## src/rtl/tern_pkg.sv

```systemverilog
// Package: shared constants for the ternary counter.
// Assumes digit codes 0=00, 1=01, 2=10; code 11 is illegal.
package tern_pkg;
    localparam int DIGIT_W  = 2;
    localparam int N_DIGITS = 2;
    localparam logic [DIGIT_W-1:0] CODE_ZERO = 2'b00;
    localparam logic [DIGIT_W-1:0] CODE_ONE  = 2'b01;
    localparam logic [DIGIT_W-1:0] CODE_TWO  = 2'b10;
    localparam logic [DIGIT_W-1:0] CODE_BAD  = 2'b11;
    typedef logic [DIGIT_W-1:0] digit_t;
endpackage

```

## src/rtl/tern_tff.sv

```systemverilog
// Module: bank of toggle flip-flops.
// Each bit flips on a rising edge when its toggle input is 1.
// A synchronous active-low reset clears the bank and wins over toggling.
module tern_tff #(
    parameter int W = 2
) (
    input  logic         clk,
    input  logic         rst_n,
    input  logic [W-1:0] tog,
    output logic [W-1:0] q
);
    // Purpose: clear on reset, else flip the bits selected by tog.
    always_ff @(posedge clk) begin
        if (!rst_n) q <= '0;
        else        q <= q ^ tog;
    end

    // reset clears the bank (this holds from time zero)
    a_r1_bank_clear: assert property (@(posedge clk) !rst_n |=> (q == '0));
endmodule

```

## src/rtl/tern_digit.sv

```systemverilog
// Module: one base-3 digit stored in toggle flip-flops.
// It advances when adv_i is 1. The carry goes out when the digit wraps 2 -> 0.
// The illegal code 11 returns to 00 on its next advance, with no carry.
module tern_digit
    import tern_pkg::*;
(
    input  logic   clk,
    input  logic   rst_n,
    input  logic   adv_i,
    output digit_t q_o,
    output logic   carry_o
);
    digit_t tog;

    // Purpose: toggle enables. Bit 0 flips except from 2; bit 1 flips from 1, 2 and 3.
    always_comb begin
        tog[0] = adv_i & ~(q_o[1] & ~q_o[0]);
        tog[1] = adv_i & (q_o[1] | q_o[0]);
    end

    // Purpose: carry to the next digit when this digit wraps from 2.
    always_comb carry_o = adv_i & q_o[1] & ~q_o[0];

    tern_tff #(.W(DIGIT_W)) u_bits (
        .clk  (clk),
        .rst_n(rst_n),
        .tog  (tog),
        .q    (q_o)
    );

    // one step of the digit on an advance
    a_r2_step01: assert property (@(posedge clk) disable iff (!rst_n)
        (adv_i && q_o == CODE_ZERO) |=> (q_o == CODE_ONE));
    a_r2_step12: assert property (@(posedge clk) disable iff (!rst_n)
        (adv_i && q_o == CODE_ONE) |=> (q_o == CODE_TWO));
    a_r2_step20: assert property (@(posedge clk) disable iff (!rst_n)
        (adv_i && q_o == CODE_TWO) |=> (q_o == CODE_ZERO));
    // the digit holds when it is not advanced
    a_r3_hold: assert property (@(posedge clk) disable iff (!rst_n)
        !adv_i |=> $stable(q_o));
    // the illegal code never appears, and recovers if present
    a_r6_no_bad_code: assert property (@(posedge clk) disable iff (!rst_n)
        q_o != CODE_BAD);
    a_r6_recover: assert property (@(posedge clk) disable iff (!rst_n)
        (adv_i && q_o == CODE_BAD) |=> (q_o == CODE_ZERO));
endmodule

```

## src/rtl/tern_counter2.sv

```systemverilog
// Module: two-digit base-3 counter. Digit index 0 is Y (low) and 1 is X (high).
// The low digit advances on every edge, and each higher digit advances on the
// carry of the digit below it. The reset is synchronous and active low.
module tern_counter2
    import tern_pkg::*;
(
    input  logic clk,
    input  logic rst_n,
    output logic x_msb,
    output logic x_lsb,
    output logic y_msb,
    output logic y_lsb
);
    digit_t             dig   [N_DIGITS];
    logic [N_DIGITS:0]  carry;

    assign carry[0] = 1'b1;

    genvar i;
    generate
        for (i = 0; i < N_DIGITS; i++) begin : g_digit
            tern_digit u_dig (
                .clk    (clk),
                .rst_n  (rst_n),
                .adv_i  (carry[i]),
                .q_o    (dig[i]),
                .carry_o(carry[i+1])
            );
        end
    endgenerate

    // Purpose: map the digit codes to the output pins.
    always_comb begin
        {y_msb, y_lsb} = dig[0];
        {x_msb, x_lsb} = dig[1];
    end

    // X moves only when Y is at 2
    a_r3_x_only_on_carry: assert property (@(posedge clk) disable iff (!rst_n)
        ({y_msb, y_lsb} != CODE_TWO) |=> $stable({x_msb, x_lsb}));
    // full wrap from 22 to 00
    a_r4_wrap: assert property (@(posedge clk) disable iff (!rst_n)
        carry[N_DIGITS] |=> ({x_msb, x_lsb, y_msb, y_lsb} == 4'b0000));
endmodule

```

## config.mk

```make
export PLATFORM = sky130hd
export DESIGN_NAME = tern_counter2
export DESIGN_NICKNAME = d
export VERILOG_FILES = /design/src/rtl/tern_pkg.sv /design/src/rtl/tern_tff.sv /design/src/rtl/tern_digit.sv /design/src/rtl/tern_counter2.sv
export SDC_FILE = /design/constraint.sdc
export NUM_CORES = 1
export LEC_CHECK = 0
export ABC_AREA = 1
export BUFFER_PORTS_ARGS = -buffer_cell sky130_fd_sc_hd__buf_4
export CORE_AREA = 5 5 42 44
export DETAILED_ROUTE_END_ITERATION = 12
export DIE_AREA = 0 0 47 49
export SLEW_MARGIN = 10
export SYNTH_ARGS = -nofsm -noshare
export SYNTH_HDL_FRONTEND = slang
export SYNTH_SLANG_ARGS = --single-unit
```

## constraint.sdc

```tcl
create_clock -name clk -period 1.2 [get_ports clk]
set_input_delay 0 -clock clk [delete_from_list [all_inputs] [get_ports clk]]
set_output_delay 0 -clock clk [all_outputs]
set_load 0.1 [all_outputs]
```

==> results.toml <==
[clock_tree]
insertion_delay_ns = 0.24
cts_setup_buffers = 0
cts_tree = "built"
cts_sinks = 4
ctsHoldBuffers = 0
root_buffer = "clkbuf_4"
cts_made_buffers = 3
ctsResizeCount = 0
clk_pin_slew_ns = 0.05
htreeDepth = 1
cts_buffer_depth = 2

[status]
outcome = "completed"

[logic_synthesis]
synth_seq_area_share = 0.504
netlist_area_sq_um = 159
ys_ff_latch = 4
synth_warnings = 0
postSynthCellCount = 20
ys_types = 11
synthesis.nets = 22
avgSynthCellArea_sq_um = 7.95

[power]
report.power.total_mw = 0.436
vdd_drop_max_mv = 0.420
swShare = 0.343
p_leak_nw = 0.113
power_frac_seq = 0.346
p_int_mw = 0.287
p_comb_frac = 0.214
cellPowerDensity_nw_per_um2 = 1740
p_clk_frac = 0.441
switchingPower_mw = 0.150

[critical_path]
critPathTopFamily = "flip-flops"
cp_slowest_cell = "dfxtp_2"
cp_max_fo = 5
regToRegStartpoint = "g_digit[1].u_dig.u_bits.q[1]$_SDFF_PN0_"
r2r_end = "g_digit[1].u_dig.u_bits.q[0]$_SDFF_PN0_"
worstPathRequired_ns = 1.20
endpoint = "y_msb"
crit_cells = 1
crit_start = "g_digit[0].u_dig.u_bits.q[1]$_SDFF_PN0_"
reg2reg_depth = 5
worst_path_largest_cell_delay_ns = 0.36
cp_cell_sequence = "buf_4"
crit_path_end_kind = "output pin"
startpoint_type = "register"
critPathKind = "reg -> out"
reg2reg_slack_ns = 0.41
cp_num_buf_inv = 1
cp_data_arrival_time_ns = 0.90

[sta]
rsz0062_at_grt = "false"
fmaxAchievable_mhz = 1110
finalSetupViolCount = 0
post-route-period-util = 0.753
setup-tns-final_ns = 0
drv_slew = 0
tightest_slew_ns = 0.280
maxSlewHeadroom = 0.815
finClkSkew_ns = 0.00577
period_minus_slack_ns = 0.903
hold_violations = 0

[grt]
antenna_found_initial = 0
grt_pass1_wl_um = 607
grt_max_degree = 6
track_usage = 0.0430
overflow = 0
grt_pass1_vias = 162

[detailed_routing]
drc_errors = 0
drt_first_pass_iters = 4
finalWirelength_um = 358
vias = 143
drt_iter0_markers = 1
avgViaCountPerCell = 3.18
ant_nets = 0
wl_per_cell_um = 7.96

[cells_and_area]
drive_above_1_share = 0.552
area_delta_synth_final_pct = 57.5
layout.cells.non_filler = 45
postLayoutCellArea_sq_um = 250
fillCellCount = 162
nNetsFinal = 32
top_regs = "g_digit.u_dig.u_bits.q x4"
largest_reg_flops = 4
n_antenna_cell = 0
top_register = "g_digit.u_dig.u_bits.q"

[die]
die-area_sq_um = 2300
io_pins = 6
start_util = 0.113
num_rows = 14
die_y_um = 49
coreArea_sq_um = 1400
die_w_um = 47

[placement]
place_congestion = 0.636
placed_area_sq_um = 224
placedCellCount = 41
port-buffer-count = 5
place_hpwl_um = 277

[min_path]
hp-class = "in -> reg"

[job]
cap_violations = 0
-- power by group through the flow --
stage / logic, mW / clock network, mW / registers, mW
floorplan: 0.0168 / 0 / 0.211
global placement: 0.0930 / 0 / 0.153
detailed placement: 0.0940 / 0 / 0.153
CTS: 0.0940 / 0.201 / 0.151
global route: 0.0981 / 0.218 / 0.152
finish: 0.0932 / 0.192 / 0.151
-- layer usage --
layer / global-route usage / routed length (um) / vias to the layer above
li1: - / - / 76
met1: 0.0331 / 137 / 64
met2: 0.0566 / 180 / 3
met3: 0.0221 / 40 / 0
met4: 0.0691 / 0 / 0
met5: 0 / 0 / -
-- worst min-delay path by stage --
stage                      from                                 endpoint  depth (start not counted)
final                     rst_n  g_digit[1].u_dig.u_bits.q[1]$_SDFF_PN0_                          3
after detailed placement  rst_n  g_digit[1].u_dig.u_bits.q[1]$_SDFF_PN0_                          3
after floorplan           rst_n  g_digit[1].u_dig.u_bits.q[0]$_SDFF_PN0_                          2
after CTS                 rst_n  g_digit[1].u_dig.u_bits.q[1]$_SDFF_PN0_                          3
after global routing      rst_n  g_digit[1].u_dig.u_bits.q[1]$_SDFF_PN0_                          3
after global placement    rst_n  g_digit[1].u_dig.u_bits.q[0]$_SDFF_PN0_                          3
-- cells by family after synthesis --
family / after synthesis / synth area share
DFF: 4 / 0.504
buffers and inverters: 5 / 0.118
and+or+nand+nor: 10 / 0.323
AOI/OAI and AO/OA: 1 / 0.0551
-- through the flow --
step / hold slack (ns) / utilization / setup slack, ns
finish: 0.0158 / 0.179 / 0.297
global route: 0.0110 / 0.179 / 0.247
CTS: 0.00785 / 0.179 / 0.282
detailed placement: 0.265 / 0.160 / 0.426
global placement: 0.255 / 0.160 / 0.448
floorplan: 0.113 / - / 0.0835
-- worst reg2reg max path, delay by kind of cell, from the launching register on --
family,cells,cell delay (ns)
DFF,1,0.34
and+or+nand+nor,4,0.25
buffers and inverters,1,0.09
-- synth_stat cells --
library cell | instances | share of area
dfxtp_1 | 4 | 0.50
inv_1 | 3 | 0.071
nand2_1 | 3 | 0.071
nor2_1 | 2 | 0.047
nor3_1 | 2 | 0.063
a21oi_2 | 1 | 0.055
clkinv_1 | 1 | 0.024
inv_2 | 1 | 0.024
nand2_2 | 1 | 0.039
nand3_1 | 1 | 0.031
nor2_4 | 1 | 0.071
-- placed cells by master, fill, tap and decap left out, types with 2 or more instances in the layout --
cell type  instances
inv_1              3
dfxtp_2            3
clkbuf_4           3
buf_4              5
nand2_1            3
nor2_1             2
nor3_1             2
-- area by class of cell --
type | count | area, sq um | share of cell area
inverters | 5 | 18.8 | 0.0750
flip-flops and latches | 4 | 87.6 | 0.350
well taps | 16 | 20.0 | 0.0800
repair buffers | 5 | 37.5 | 0.150
multi-input cells | 11 | 60.1 | 0.240
clock buffers | 4 | 26.3 | 0.105
No activity file was read; power rests on OpenSTA's default activity.
